`src/rtl/aclink_rx_deframer.sv`:
```
`timescale 1ns/1ps
module aclink_rx_deframer #(
  parameter int TAG_W     = 16,
  parameter int SLOT_W    = 20,
  parameter int NUM_SLOTS = 12,
  parameter int ADDR_W    = 7,
  parameter int DATA_W    = 16
) (
  input  logic                 bit_clk,
  input  logic                 rst_n,
  input  logic                 sync,
  input  logic                 sd_in,
  output logic [TAG_W-1:0]     tag,
  output logic                 codec_rdy,
  output logic [NUM_SLOTS-1:0] slot_vld,
  output logic [ADDR_W-1:0]    reg_addr,
  output logic [DATA_W-1:0]    reg_data,
  output logic [SLOT_W-1:0]    pcm_left,
  output logic [SLOT_W-1:0]    pcm_right,
  output logic                 frame_done
);

  localparam int FRAME_BITS = TAG_W + NUM_SLOTS * SLOT_W;
  localparam int CNT_W      = $clog2(FRAME_BITS);
  localparam logic [CNT_W-1:0] END_TAG = CNT_W'(TAG_W - 1);
  localparam logic [CNT_W-1:0] END_S1  = CNT_W'(TAG_W + SLOT_W - 1);
  localparam logic [CNT_W-1:0] END_S2  = CNT_W'(TAG_W + 2 * SLOT_W - 1);
  localparam logic [CNT_W-1:0] END_S3  = CNT_W'(TAG_W + 3 * SLOT_W - 1);
  localparam logic [CNT_W-1:0] END_S4  = CNT_W'(TAG_W + 4 * SLOT_W - 1);
  localparam logic [CNT_W-1:0] END_FRM = CNT_W'(FRAME_BITS - 1);
  localparam int V_S1 = TAG_W - 2;
  localparam int V_S2 = TAG_W - 3;
  localparam int V_S3 = TAG_W - 4;
  localparam int V_S4 = TAG_W - 5;

  logic              sync_q;
  logic              active;
  logic [CNT_W-1:0]  cnt;
  logic [SLOT_W-1:0] shreg;
  logic [SLOT_W-1:0] shreg_nxt;
  logic [TAG_W-1:0]  tag_stg;
  logic [ADDR_W-1:0] addr_stg;
  logic [DATA_W-1:0] data_stg;
  logic [SLOT_W-1:0] left_stg;
  logic [SLOT_W-1:0] right_stg;

  wire sync_rise = sync & ~sync_q;
  wire last_bit  = active & (cnt == END_FRM);

  assign shreg_nxt = {shreg[SLOT_W-2:0], sd_in};
  assign codec_rdy = tag[TAG_W-1];

  for (genvar k = 0; k < NUM_SLOTS; k++) begin : g_vld
    assign slot_vld[k] = tag[TAG_W-2-k];
  end

  always_ff @(negedge bit_clk or negedge rst_n) begin
    if (!rst_n) begin
      sync_q <= 1'b1;
      active <= 1'b0;
      cnt    <= '0;
      shreg  <= '0;
    end else begin
      sync_q <= sync;
      if (active) shreg <= shreg_nxt;
      if (sync_rise) begin
        cnt    <= '0;
        active <= 1'b1;
      end else if (active) begin
        cnt <= cnt + 1'b1;
        if (last_bit) active <= 1'b0;
      end
    end
  end

  always_ff @(negedge bit_clk or negedge rst_n) begin
    if (!rst_n) begin
      tag_stg   <= '0;
      addr_stg  <= '0;
      data_stg  <= '0;
      left_stg  <= '0;
      right_stg <= '0;
    end else if (active) begin
      if (cnt == END_TAG) tag_stg   <= shreg_nxt[TAG_W-1:0];
      if (cnt == END_S1)  addr_stg  <= shreg_nxt[SLOT_W-2 -: ADDR_W];
      if (cnt == END_S2)  data_stg  <= shreg_nxt[SLOT_W-1 -: DATA_W];
      if (cnt == END_S3)  left_stg  <= shreg_nxt;
      if (cnt == END_S4)  right_stg <= shreg_nxt;
    end
  end

  always_ff @(negedge bit_clk or negedge rst_n) begin
    if (!rst_n) begin
      tag        <= '0;
      reg_addr   <= '0;
      reg_data   <= '0;
      pcm_left   <= '0;
      pcm_right  <= '0;
      frame_done <= 1'b0;
    end else begin
      frame_done <= last_bit;
      if (last_bit) begin
        tag <= tag_stg;
        if (tag_stg[V_S1]) reg_addr  <= addr_stg;
        if (tag_stg[V_S2]) reg_data  <= data_stg;
        if (tag_stg[V_S3]) pcm_left  <= left_stg;
        if (tag_stg[V_S4]) pcm_right <= right_stg;
      end
    end
  end

endmodule


```
`config.mk`:
```
export PLATFORM = sky130hd
export DESIGN_NAME = aclink_rx_deframer
export DESIGN_NICKNAME = d
export VERILOG_FILES = /design/src/rtl/aclink_rx_deframer.sv
export SDC_FILE = /design/constraint.sdc
export NUM_CORES = 1
export LEC_CHECK = 0
export ABC_AREA = 1
export BUFFER_PORTS_ARGS = -buffer_cell sky130_fd_sc_hd__buf_2
export CORE_MARGIN = 2
export CORE_UTILIZATION = 40
export CTS_CLUSTER_DIAMETER = 50
export DETAILED_ROUTE_END_ITERATION = 8
export PLACE_DENSITY_LB_ADDON = 0.25
export SYNTH_ARGS = -nofsm -noshare
export SYNTH_HDL_FRONTEND = slang
export SYNTH_SLANG_ARGS = --single-unit
```
`constraint.sdc`:
```
create_clock -name bit_clk -period 1.85 [get_ports bit_clk]
set_input_delay 0.4625 -clock bit_clk [delete_from_list [all_inputs] [get_ports bit_clk]]
set_output_delay 0.4625 -clock bit_clk [all_outputs]
set_load 0.01 [all_outputs]
```
Word level (Yosys, flattened, before mapping). Cells that the tools add are included.

Bits in registers: 188. Output and inout bits: 93. Word-level logic and storage cells: 40.

Add/sub/neg operators: 1. Equal/unequal tests: 6. Muxes and demuxes: 5. Bitwise operators: 3. Reduce and logical (&&, ||, !) cells: 10.

Operators by type and width (number): 2-bit AND reduction (9); 8-bit by 6-bit equality test with 1-bit output (second input constant) (2); 8-bit by 7-bit equality test with 1-bit output (second input constant) (2); 8-bit 2-to-1 mux (2); 8-bit by 1-bit adder with 8-bit output (second input constant) (1); 8-bit by 4-bit equality test with 1-bit output (second input constant) (1); 8-bit equality test (second input constant) (1); 1-bit 2-to-1 mux (3); 1-bit bitwise AND (2); 2-bit nonzero test (1); 1-bit inverter (1).

Longest topological paths before layout.
Word-level depth: 5. Depth in mapped cells: 9. Mapped depth without buffers: 7.

==> qor.txt <==
clock power share: 0.427
CTS tree: done
number of unique standard cell types used by synthesis: 21
hold slack: 0.418 ns
leakage: 5.20 nW
routed vias/inst: 4.69
Hold Vio Cnt, Final: 0
largest net degree at the start of global routing: 58
Total GRT Usage: 0.190
Peak VDD IR: 0.713 mV
syn nets: 778
Worst EP required: 1.39 ns
most frequent cells in the layout: nand2_1, dfrtn_1, o21ai_0
filler cell count: 1,675
Post-Route WL: 17.2 mm
die height: 139 um
commonest non-fill, non-tap cell in the layout: nand2_1
slowest stage cell, crit path: dfrtn_1
first-pass GRT wire length: 29.0 mm
Startpoint Class: register
combinational share of power: 0.070
GPL Wtd Cong: 0.800
WS Path Type: reg -> out
I/O pin cnt: 97
Synth area leader: dfrtn_1
pwr dens: 952 nW/um^2
crit-path cells: buf_2
wire per inst: 14.7 um
die area: 19,300 sq um
antenna violations before repair: 0
Syn Inst Count: 773
clock buffer depth: 2
sequential area share after synthesis: 0.646
Pint: 0.00665 W
Core Area: 17,900 sq um
status: complete, but fails checks
flip-flop and latch count after synthesis: 188
share of layout cells above drive strength 1: 0.251
DP HPWL: 11.2 mm
Max-cap violations: 0
clock latency on the worst-skew pair: 0.45 ns
Critical Path AT: 1.92 ns
vias in the first global route: 5,443
Total Nets Final: 935
initial DRC count: 467
Die Width: 139 um
worst slew margin relative to its limit: 0.712
syn avg cell area: 9.42 sq um
worst slew pin tran: 0.431 ns
Buffers & Inverters on Critical Path: 1
Root Buffer: clkbuf_16
htree depth: 4
share of the synthesized area in the top cell type: 0.643
antenna cell count: 0
row cnt: 49
# setup viols final: 93
RSZ-0062 raised after global routing: true
element type at the critical path end: primary output
DRC errors left: 0
part of the power in registers: 0.503
clk slew on worst S/H paths: 0.05 ns
pre-CTS setup slack: -0.205 ns
yosys warns: 0
CTS sink cnt: 188
crit-path max cell delay: 0.44 ns
post-route ant nets: 0
critical-path maximum fanout: 2
Worst Hold Class: reg -> reg
Slew Limit Fails: 0
Vias: 5,491
Port-buffer cells: 96
delay-heaviest family, CP: flip-flops
gr ovfl total: 0
Netlist Area Pre-Place: 7280 sq um
sw frac: 0.247
synth top area cells: dfrtn_1, nand2_1, o21ai_0
Net Switching: 0.00218 W
Starting Density: 0.407
synth-to-layout area growth: 27.4%
Num CTS Buffers: 17
Pre-antenna DRT Iters: 5
clock skew: 0.0487 ns
failing checks: negative setup slack
fin worst setup slack: -0.534 ns
cells by family after synthesis:
group,after synthesis,synth area share
xor gates and xnor gates,1,0.00120
and+or+nand+nor,391,0.220
AOI/OAI and AO/OA,104,0.0715
buffers and inverters,88,0.0588
DFF,188,0.646
adders and majority gates,1,0.00172
area by class of cell:
cell class / instances / area (sq um) / share of cell area
well taps: 229 / 287 / 0.0309
clock buffers: 20 / 447 / 0.0482
repair buffers: 193 / 1380 / 0.149
flip-flops and latches: 188 / 4710 / 0.507
clock inverters: 13 / 165 / 0.0178
multi-input cells: 497 / 2170 / 0.234
inverters: 32 / 121 / 0.0131
synthesized netlist by cell type (all sizes together):
library cell and n:
nor2 21, clkbuf 31, a21oi 4, o21ai 100, dfrtn 187, buf 24
xnor2 1, nand2 295, inv 32, dfstp 1, ha 1, clkinv 1
nand3 72, nor3 3
metal layers:
metal  routed length (um)  global-route usage  vias to the layer above
met5                    0                   0                        -
met4                  228              0.0558                        0
met3                  779              0.0407                       21
met2                 7450               0.283                      120
met1                 8740               0.282                     2585
li1                     -                   -                     2765
registers in the layout (all words and copies together) (netlist names):
register,flops
tag,16
active,1
pcm_right,20
right_stg,20
cnt,8
tag_stg,16
left_stg,20
shreg,19
reg_data,16
frame_done,1
reg_addr,7
addr_stg,7
pcm_left,20
sync_q,1
data_stg,16
what timing repair did:
action | 4_1_cts | 5_1_grt
gates resized for setup | 1 | 7
setup buffers | 27 | 20
endpoints found under the hold margin | 0 | 0
pin swaps | 0 | 0
hold buffers | 0 | 0
setup endpoints to repair | 97 | 150
metrics by stage:
step | std cells | total power (W) | utilization | TNS (ns) | cell area [sq um]
floorplan | 773 | 0.00482 | - | -1.57 | 7340
finish | 1172 | 0.00883 | 0.518 | -45.09 | 9280
detailed placement | 1093 | 0.00513 | 0.462 | -7.33 | 8270
CTS | 1152 | 0.00890 | 0.508 | -46.42 | 9090
global placement | 1093 | 0.00512 | 0.462 | -7.14 | 8270
global route | 1172 | 0.00919 | 0.518 | -48.38 | 9280
worst paths after layout:
kind                                         startpoint                      end  slack [ns]  cells after the start
max in group asynchronous                         rst_n  pcm_left[3]$_DFFE_NN0P_        0.57                      2
worst min register to register   tag_stg[7]$_DFFE_NN0P_       tag[7]$_DFFE_NN0P_        0.42                      2
min in group asynchronous                         rst_n      tag[12]$_DFFE_NN0P_        0.71                      1
worst max register to register       cnt[0]$_DFFE_NN0P_  tag_stg[15]$_DFFE_NN0P_        0.15                      7
worst max-delay path            reg_data[8]$_DFFE_NN0P_              reg_data[8]       -0.53                      1
worst min-delay path             tag_stg[7]$_DFFE_NN0P_       tag[7]$_DFFE_NN0P_        0.42                      2
worst min-delay path, cell delays in order, from the launching register on:
cell and delay [ns]:
dfrtn_1 0.40, nand2_1 0.05, nand2_1 0.05
power groups by stage:
stage               combinational, W  sequential [W]   clock [W]
floorplan                   0.000376         0.00444  0.00000676
global placement            0.000608         0.00450  0.00000676
detailed placement          0.000613         0.00451  0.00000676
CTS                         0.000616         0.00444     0.00385
global route                0.000702         0.00447     0.00402
finish                      0.000616         0.00444     0.00377
Note: power is estimated with default switching activity, not from simulation.
